==> src/rtl/scu_pkg.sv <==
package scu_pkg;

    typedef enum logic {
        ST_IDLE = 1'b0,
        ST_RUN  = 1'b1
    } scu_state_e;

    // Expected code per pin: 00 low, 01 high, 1x masked.
    localparam logic [1:0] EXP_LOW  = 2'b00;
    localparam logic [1:0] EXP_HIGH = 2'b01;

    function automatic logic sample_bad(input logic [1:0] code,
                                        input logic above,
                                        input logic below);
        if (code[1])
            return 1'b0;
        else if (code == EXP_HIGH)
            return !above;
        else
            return !below;
    endfunction

endpackage

==> src/rtl/scu_phase_gen.sv <==
module scu_phase_gen #(
    parameter int PHASES = 8,
    parameter int PW     = 3
) (
    input  logic          clk,
    input  logic          rst_n,
    input  logic          run,
    input  logic          restart,
    input  logic          win_mode,
    input  logic [PW-1:0] strb_pos,
    input  logic [PW-1:0] strb_len,
    output logic [PW-1:0] phase,
    output logic          last,
    output logic          strobe_en
);

    localparam logic [PW-1:0] LAST_PH = PW'(PHASES - 1);

    logic [PW:0] win_lo;
    logic [PW:0] win_hi;
    logic [PW:0] ph_ext;

    always_ff @(posedge clk or negedge rst_n) begin
        if (!rst_n)
            phase <= '0;
        else if (!run || restart || phase == LAST_PH)
            phase <= '0;
        else
            phase <= phase + 1'b1;
    end

    always_comb begin
        win_lo    = {1'b0, strb_pos};
        win_hi    = win_lo + {1'b0, strb_len};
        ph_ext    = {1'b0, phase};
        last      = run && (phase == LAST_PH);
        if (win_mode)
            strobe_en = run && (ph_ext >= win_lo) && (ph_ext <= win_hi);
        else
            strobe_en = run && (phase == strb_pos);
    end

endmodule

==> src/rtl/scu_pin_judge.sv <==
module scu_pin_judge #(
    parameter int N_PINS = 4
) (
    input  logic                clk,
    input  logic                rst_n,
    input  logic                clear,
    input  logic                sample,
    input  logic [2*N_PINS-1:0] exp_code,
    input  logic [N_PINS-1:0]   above_vh,
    input  logic [N_PINS-1:0]   below_vl,
    output logic [N_PINS-1:0]   cyc_bad
);

    import scu_pkg::*;

    logic [N_PINS-1:0] acc;
    logic [N_PINS-1:0] bad_now;

    for (genvar i = 0; i < N_PINS; i++) begin : g_pin
        assign bad_now[i] = sample &&
            sample_bad(exp_code[2*i +: 2], above_vh[i], below_vl[i]);

        always_ff @(posedge clk or negedge rst_n) begin
            if (!rst_n)
                acc[i] <= 1'b0;
            else if (clear)
                acc[i] <= 1'b0;
            else if (bad_now[i])
                acc[i] <= 1'b1;
        end

        assign cyc_bad[i] = acc[i] | bad_now[i];
    end

endmodule

==> src/rtl/scu_fail_log.sv <==
module scu_fail_log #(
    parameter int N_PINS = 4,
    parameter int CYC_W  = 16
) (
    input  logic              clk,
    input  logic              rst_n,
    input  logic              restart,
    input  logic              close,
    input  logic [N_PINS-1:0] cyc_bad,
    output logic              func_fail,
    output logic [CYC_W-1:0]  first_cyc,
    output logic [N_PINS-1:0] first_mask
);

    logic [CYC_W-1:0] cyc_idx;

    always_ff @(posedge clk or negedge rst_n) begin
        if (!rst_n) begin
            cyc_idx    <= '0;
            func_fail  <= 1'b0;
            first_cyc  <= '0;
            first_mask <= '0;
        end else if (restart) begin
            cyc_idx    <= '0;
            func_fail  <= 1'b0;
            first_cyc  <= '0;
            first_mask <= '0;
        end else if (close) begin
            cyc_idx <= cyc_idx + 1'b1;
            if (|cyc_bad && !func_fail) begin
                func_fail  <= 1'b1;
                first_cyc  <= cyc_idx;
                first_mask <= cyc_bad;
            end
        end
    end

endmodule

==> src/rtl/strobe_compare.sv <==
module strobe_compare #(
    parameter int N_PINS = 4,
    parameter int PHASES = 8,
    parameter int CYC_W  = 16,
    localparam int PW    = (PHASES > 2) ? $clog2(PHASES) : 1
) (
    input  logic                clk,
    input  logic                rst_n,
    input  logic                pat_start,
    input  logic                pat_end,
    input  logic                win_mode,
    input  logic [PW-1:0]       strb_pos,
    input  logic [PW-1:0]       strb_len,
    input  logic [2*N_PINS-1:0] exp_code,
    input  logic [N_PINS-1:0]   above_vh,
    input  logic [N_PINS-1:0]   below_vl,
    output logic                busy,
    output logic                cyc_done,
    output logic [N_PINS-1:0]   pin_fail,
    output logic                func_fail,
    output logic [CYC_W-1:0]    first_cyc,
    output logic [N_PINS-1:0]   first_mask
);

    import scu_pkg::*;

    scu_state_e        state_q;
    scu_state_e        state_d;
    logic              run;
    logic              last;
    logic              strobe_en;
    logic              close;
    logic [PW-1:0]     phase;
    logic [N_PINS-1:0] cyc_bad;

    // State register.
    always_ff @(posedge clk or negedge rst_n) begin
        if (!rst_n)
            state_q <= ST_IDLE;
        else
            state_q <= state_d;
    end

    always_comb begin
        state_d = state_q;
        unique case (state_q)
            ST_IDLE: if (pat_start) state_d = ST_RUN;
            ST_RUN: begin
                if (pat_start)    state_d = ST_RUN;
                else if (pat_end) state_d = ST_IDLE;
            end
            default: state_d = ST_IDLE;
        endcase
    end

    assign run   = (state_q == ST_RUN);
    assign busy  = run;
    assign close = last && !pat_start && !pat_end;

    scu_phase_gen #(.PHASES(PHASES), .PW(PW)) u_phase (
        .clk       (clk),
        .rst_n     (rst_n),
        .run       (run),
        .restart   (pat_start),
        .win_mode  (win_mode),
        .strb_pos  (strb_pos),
        .strb_len  (strb_len),
        .phase     (phase),
        .last      (last),
        .strobe_en (strobe_en)
    );

    scu_pin_judge #(.N_PINS(N_PINS)) u_judge (
        .clk      (clk),
        .rst_n    (rst_n),
        .clear    (!run || pat_start || last),
        .sample   (strobe_en),
        .exp_code (exp_code),
        .above_vh (above_vh),
        .below_vl (below_vl),
        .cyc_bad  (cyc_bad)
    );

    scu_fail_log #(.N_PINS(N_PINS), .CYC_W(CYC_W)) u_log (
        .clk        (clk),
        .rst_n      (rst_n),
        .restart    (pat_start),
        .close      (close),
        .cyc_bad    (cyc_bad),
        .func_fail  (func_fail),
        .first_cyc  (first_cyc),
        .first_mask (first_mask)
    );

    // Output process.
    always_ff @(posedge clk or negedge rst_n) begin
        if (!rst_n) begin
            cyc_done <= 1'b0;
            pin_fail <= '0;
        end else begin
            cyc_done <= close;
            pin_fail <= close ? cyc_bad : '0;
        end
    end

endmodule

==> config.mk <==
export PLATFORM = sky130hd
export DESIGN_NAME = strobe_compare
export DESIGN_NICKNAME = d
export VERILOG_FILES = /design/src/rtl/scu_pkg.sv /design/src/rtl/scu_phase_gen.sv /design/src/rtl/scu_pin_judge.sv /design/src/rtl/scu_fail_log.sv /design/src/rtl/strobe_compare.sv
export SDC_FILE = /design/constraint.sdc
export NUM_CORES = 1
export LEC_CHECK = 0
export CORE_MARGIN = 2
export CORE_UTILIZATION = 58
export CTS_CLUSTER_DIAMETER = 150
export DETAILED_ROUTE_END_ITERATION = 8
export DONT_BUFFER_PORTS = 1
export PLACE_DENSITY_LB_ADDON = 0.2
export SYNTH_ARGS = -nofsm -noshare
export SYNTH_HDL_FRONTEND = slang
export SYNTH_SLANG_ARGS = --single-unit
==> constraint.sdc <==
create_clock -name clk -period 1.95 [get_ports clk]
set_clock_uncertainty 0.05 [all_clocks]
set_input_delay 0.0975 -clock clk [delete_from_list [all_inputs] [get_ports clk]]
set_output_delay 0.0975 -clock clk [all_outputs]
set_load 0.01 [all_outputs]
# ---- After elaboration in Yosys (flattened, before gate mapping)
# Index checks and enable logic that the tools add are counted.
dict set report word_totals {
  register_bits 50
  output_inout_bits 27
  latch_bits 0
  mem_bits_rw 0
  elab_cells 96
  mem_count 0
  rom_bits 0
  in_bits 27
}
dict set report op_classes {
  div_mod_pow 0
  eq_ne 6
  multipliers 0
  reduce_logical 34
  n_bitwise 5
  n_shift 0
  addsub 3
  n_mux 34
  magnitude_cmp 2
}
# operator count
set ops {}
lappend ops {{$mux 16} 5}
lappend ops {{$mux 1} 23}
lappend ops {{$add 16x1->16 const B} 1}
lappend ops {{$mux 4} 4}
lappend ops {{$logic_not 1->1} 12}
lappend ops {{$reduce_bool 2->1} 6}
lappend ops {{$logic_and 1x1->1} 11}
lappend ops {{$eq 2x1->1 const B} 4}
lappend ops {{$add 3x3->4} 1}
lappend ops {{$le 3x4->1} 1}
lappend ops {{$or 1x1->1} 4}
lappend ops {{$reduce_or 4->1} 1}
lappend ops {{$add 3x1->3 const B} 1}
lappend ops {{$eq 3x3->1} 1}
lappend ops {{$eq 3x3->1 const B} 1}
lappend ops {{$ge 3x3->1} 1}
lappend ops {{$logic_or 1x1->1} 3}
lappend ops {{$mux 3} 1}
lappend ops {{$pmux 1 s2} 1}
lappend ops {{$reduce_and 2->1} 1}
lappend ops {{$not 1->1} 1}

# ---- Depth between registers and ports, before layout
dict set report depth {
  ltp_word 11
  depth_mapped 10
  depth_no_buf 9
}

# ---- Modules after synthesis
# From an unflattened synthesis, not the netlist that was laid out.
dict set report unflattened {
  hier_cells 265
  area_unflattened_um2 2692.6
}
# mod instances area_each_um2 seq_area_each_um2 cells_per_inst
set by_module_without_submodules {}
lappend by_module_without_submodules {scu_fail_log 1 1855.5 925.9 188}
lappend by_module_without_submodules {scu_phase_gen 1 364.1 75.1 38}
lappend by_module_without_submodules {scu_pin_judge 1 259.0 100.1 25}
lappend by_module_without_submodules {strobe_compare 1 214.0 150.1 14}

# ---- Worst setup path after synthesis
# OpenSTA, ideal clock, no wires.
dict set report synth_timing {
  path_type {input-to-reg}
  startpoint {input strb_pos[0]}
  endpoint {register u_log.first_mask[0]}
  setup_time_ps 132
  t_arrival_ps 2217
  setup_slack_ps -450
  n_path_buf 1
  path_stages 10
  required_ps 1768
  cell_sequence {ha_1 > fa_1 > inv_1 > ha_1 > nor2b_1 > o21ai_1 > a221oi_1 > clkbuf_1 > o31a_1 > o211ai_1}
}
dict set report synth_between {
  elab_chain_cells 10
  elab_cells_between_ends 23
  classes_between {add/sub: 1; order compare: 2; eq/ne: 1; mux: 4; bitwise: 4; reduce/logical: 11}
}
# item line
set synth_lines {}
lappend synth_lines {{start, declared} strobe_compare.sv:12} ;# input logic [PW-1:0] strb_pos,
lappend synth_lines {{$add 3x3->4 or $ge 3x3->1 (tied branches)} {scu_phase_gen.sv:34, scu_phase_gen.sv:38}}
lappend synth_lines {{$le 3x4->1 or $logic_and 1x1->1 (tied branches)} scu_phase_gen.sv:38} ;# strobe_en = run && (ph_ext >= win_lo) && (ph_ext <= win_hi);
lappend synth_lines {{$logic_and 1x1->1} scu_phase_gen.sv:38}
lappend synth_lines {{$mux 1 (*)} scu_phase_gen.sv:37} ;# if (win_mode)
lappend synth_lines {{$logic_and 1x1->1} scu_pin_judge.sv:20} ;# assign bad_now[i] = sample &&
lappend synth_lines {{$or 1x1->1} scu_pin_judge.sv:32} ;# assign cyc_bad[i] = acc[i] | bad_now[i];
lappend synth_lines {{$reduce_or 4->1} scu_fail_log.sv:30} ;# if (|cyc_bad && !func_fail) begin
lappend synth_lines {{$logic_and 1x1->1} scu_fail_log.sv:30}
lappend synth_lines {{$reduce_bool 2->1 (no line)} --}
lappend synth_lines {{$reduce_and 2->1 (no line)} --}
lappend synth_lines {{end signal, assigned} scu_fail_log.sv:33} ;# first_mask <= cyc_bad;
lappend synth_lines {{end, declared} scu_fail_log.sv:12} ;# output logic [N_PINS-1:0] first_mask
# Every way passes the cells marked *; elsewhere a longest branch is shown, timed or not. The select of a mux whose other input is x is not followed.
# A chain may end at the register's enable or synchronous reset.

# ---- Final worst setup path
dict set report layout_timing {
  startpoint {register u_phase.phase[1]}
  endpoint {register u_log.first_cyc[1]}
}
dict set report layout_between {
  elab_chain_cells 10
  elab_cells_between_ends 24
  classes_between {order compare: 2; eq/ne: 2; mux: 1; bitwise: 4; reduce/logical: 15}
}
# item line
set layout_lines {}
lappend layout_lines {{start, declared} scu_phase_gen.sv:12} ;# output logic [PW-1:0] phase,
lappend layout_lines {{start signal, assigned} scu_phase_gen.sv:29} ;# phase <= phase + 1'b1;
lappend layout_lines {{$ge 3x3->1} scu_phase_gen.sv:38}
lappend layout_lines {{$logic_and 1x1->1 (2 in a row)} scu_phase_gen.sv:38}
lappend layout_lines {{$mux 1} scu_phase_gen.sv:37}
lappend layout_lines {{$logic_and 1x1->1} scu_pin_judge.sv:20}
lappend layout_lines {{$or 1x1->1} scu_pin_judge.sv:32}
lappend layout_lines {{$reduce_or 4->1} scu_fail_log.sv:30}
lappend layout_lines {{$logic_and 1x1->1} scu_fail_log.sv:30}
lappend layout_lines {{$reduce_bool 2->1 (no line)} --}
lappend layout_lines {{$reduce_and 2->1 (no line) (*)} --}
lappend layout_lines {{end signal, assigned} scu_fail_log.sv:32} ;# first_cyc <= cyc_idx;
lappend layout_lines {{end, declared} scu_fail_log.sv:11} ;# output logic [CYC_W-1:0] first_cyc,
# Every way passes the cells marked *; elsewhere a longest branch is shown, timed or not.

==> out/metrics.yaml <==
slowest_stage: "or4_1"
async_flop_share_pct: 100.0
drv_slew: 0
synth_top_area_share_pct: 38.91
rows: 27
yosys-top-cells-area: "dfrtp_1, nor3b_1, ha_1, or4_1, a211oi_1"
worst_pin_slew_ns: 0.3891
die_area_um2: 6156
die_y_um: 78.46
rsz0062_at_grt: "yes"
critPathKind: "reg2reg"
cts_buffers: 5
postPlaceCellArea_um2: 3367
dr_total_vias: 2770
detail-route-antenna-nets: 0
worstPathMaxFanout: 20
cp.depth: 9
remaining_drc_errors: 0
routabilityCongestion: 0.7994
top_usage_layer: "met2"
power_density_nw_per_um2: 530.1
nNetsFinal: 411
pin_count: 54
first_global_vias: 2535
synth.net_count: 398
cp.arrival_ns: 2.22
hold_viol: 0
wire_per_inst_um: 17.88
grt_pass1_wl_mm: 12.07
ir_drop_uv: 423.2
synthCells: 358
status: "complete, but fails checks"
grt_max_degree: 51
ys_types: 43
cp_top_family: "simple AND/OR/NAND/NOR gates"
fin_crit_ns: 2.030
crit_buf_inv: 3
min_path_type: "in2reg"
ys_warn_count: 0
cts.clk_slew.worst_paths_ns: 0.09
fin_crit_sh_pct: 104.1
cts_tree: "built"
synth_edf_count: 0
drt_iter0_markers: 279
crit_top_cell: "buf_6"
core-area_um2: 5439
place_hpwl_mm: 4.520
place_ws_ns: -0.3454
leakagePower_nw: 1.665
syn-cell-area_um2: 3216
synth-seq-cells: 50
diodes: 0
grt_antenna_before_repair: 0
yosysMostFrequentCell: "dfrtp_1"
slew_headroom_pct: 74.06
yosysSeqAreaShare_pct: 38.91
initial_utilization_pct: 59.12
drive_gt1_share_pct: 17.20
holdWs_ns: 0.003363
end_kind: "register"
ff2ff_path_depth: 9
maxCapViolCount: 0
finalSetupViolCount: 21
ys_top_cells_by_count: "dfrtp_1, nor3b_1, nand2_1, nor2_1, o21ai_0"
avgSynthCellArea_um2: 8.982
fmax_ghz: 0.4927
use_met3_pct: 4.598
clock_latency_ns: 0.31
dieWidth_um: 78.46
area_growth_pct: 17.98
wirelength_mm: 7.938
yosysTopAreaCell: "dfrtp_1"
portBuffers: 0
path_cells: "buf_6 -> ha_4 -> nor2b_4 -> o21ai_2 -> a221oi_4 -> buf_6 -> buf_8 -> or4_1 -> nand3_1"
grt_use_total_pct: 24.28
clock_sinks: 50
violations: "setup timing"
htree_levels: 2
cp.required_ns: 2.14
root_buffer: "clkbuf_8"
cp_slowest_stage_delay_ns: 0.41
final_area_um2: 3794
startpoint_type: "register"
timing.final.ws_setup_ns: -0.07954
clockBufferDepth: 2
ys.flop_type: "dfrtp_1"
met1_usage_pct: 32.26
use_met2_pct: 40.52
overflow: 0
hold_path_depth: 2
drt-pass1-iter-count: 4
vias_per_cell: 6.239
[logic make-up (layout without fill, tap and decap cells)]
group / Yosys count / count (layout) / synth area share [%]
and+or+nand+nor: 174 / 174 / 32.57
AOI/OAI and AO/OA: 64 / 64 / 13.07
DFF: 50 / 50 / 38.91
buffers and inverters: 43 / 57 / 6.186
adders and majority gates: 13 / 13 / 5.292
xor gates and xnor gates: 10 / 10 / 2.724
muxes: 4 / 4 / 1.245
[sequential cells by signal, summed over array words and instances (netlist names)]
name and cells:
busy 1, cyc_done 1, pin_fail 4, u_judge.acc 4, u_log.cyc_idx 16, u_log.first_cyc 16, u_log.first_mask 4, u_log.func_fail 1
u_phase.phase 3
[cell type report]
type,instances,area [um^2]
multi-input cells,265,1881
fillers,409,1645
flip-flops and latches,50,1252
repair buffers,36,422.9
well taps,72,90.09
clock buffers,6,82.58
inverters,13,52.55
clock inverters,2,12.51
[cells in the final DEF (no fill, tap or decap), drive strengths merged, types with 2 or more instances in the layout]
cell type and count:
dlygate4sd3 2, nor2 25, inv 12, nand3b 2, xor2 5, o31a 5, o211ai 4, nor3b 40
a21oi 5, nand4 3, and3 19, nand3 22, a21o 2, nor2b 9, nand2 24, mux2i 4
clkbuf 9, o21ai 25, and4 3, xnor2 5, nor3 2, a211o 4, dfrtp 50, ha 12
buf 31, clkinv 2, or4 17, a211oi 16, nand2b 4
[layer usage]
layer / up-vias / wire length, um
met2: 95 / 4053
met4: 0 / 119
met5: - / 0
met1: 1336 / 3284
met3: 12 / 480
li1: 1327 / -
[path summary, 6_finish.rpt]
| check | start | slack [ns] | end |
|---|---|---|---|
| hold reg to reg | u_log.cyc_idx[15]$_DFFE_PN0P_ | 0.46 | u_log.cyc_idx[15]$_DFFE_PN0P_ |
| min in group asynchronous | rst_n | 0.26 | u_log.first_cyc[9]$_DFFE_PN0P_ |
| hold / removal | pat_start | 0.003 | u_phase.phase[2]$_DFF_PN0_ |
| setup reg to reg | u_phase.phase[1]$_DFF_PN0_ | -0.08 | u_log.first_cyc[1]$_DFFE_PN0P_ |
| max in group asynchronous | rst_n | 1.35 | u_phase.phase[2]$_DFF_PN0_ |
| setup / recovery | u_phase.phase[1]$_DFF_PN0_ | -0.08 | u_log.first_cyc[1]$_DFFE_PN0P_ |
[stage by stage]
stage,util [%],setup TNS [ns],power (mW),cells
CTS,65.72,-0.2376,1.952,432
global placement,61.90,-7.318,1.254,420
global route,69.75,-3.169,2.111,444
finish,69.75,-0.9936,2.011,444
detailed placement,61.90,-8.570,1.262,420
floorplan,-,-5.754,1.232,358
[what timing repair did]
action	4_1_cts	5_1_grt
gates resized for setup	5	21
setup buffers	0	7
endpoints found under the setup margin	23	33
cloned	0	5
endpoints found under the hold margin	87	0
pin swaps	0	14
hold buffers	4	0
[report_power, final]
part / total (mW) / switching (mW) / internal [mW] / leakage [nW]
Clock: 0.647 / 0.361 / 0.286 / 0.0472
Combinational: 0.317 / 0.182 / 0.134 / 0.926
Sequential: 1.05 / 0.00510 / 1.04 / 0.692
Total: 2.01 / 0.548 / 1.46 / 1.67
No activity file was read; power rests on OpenSTA's default activity.
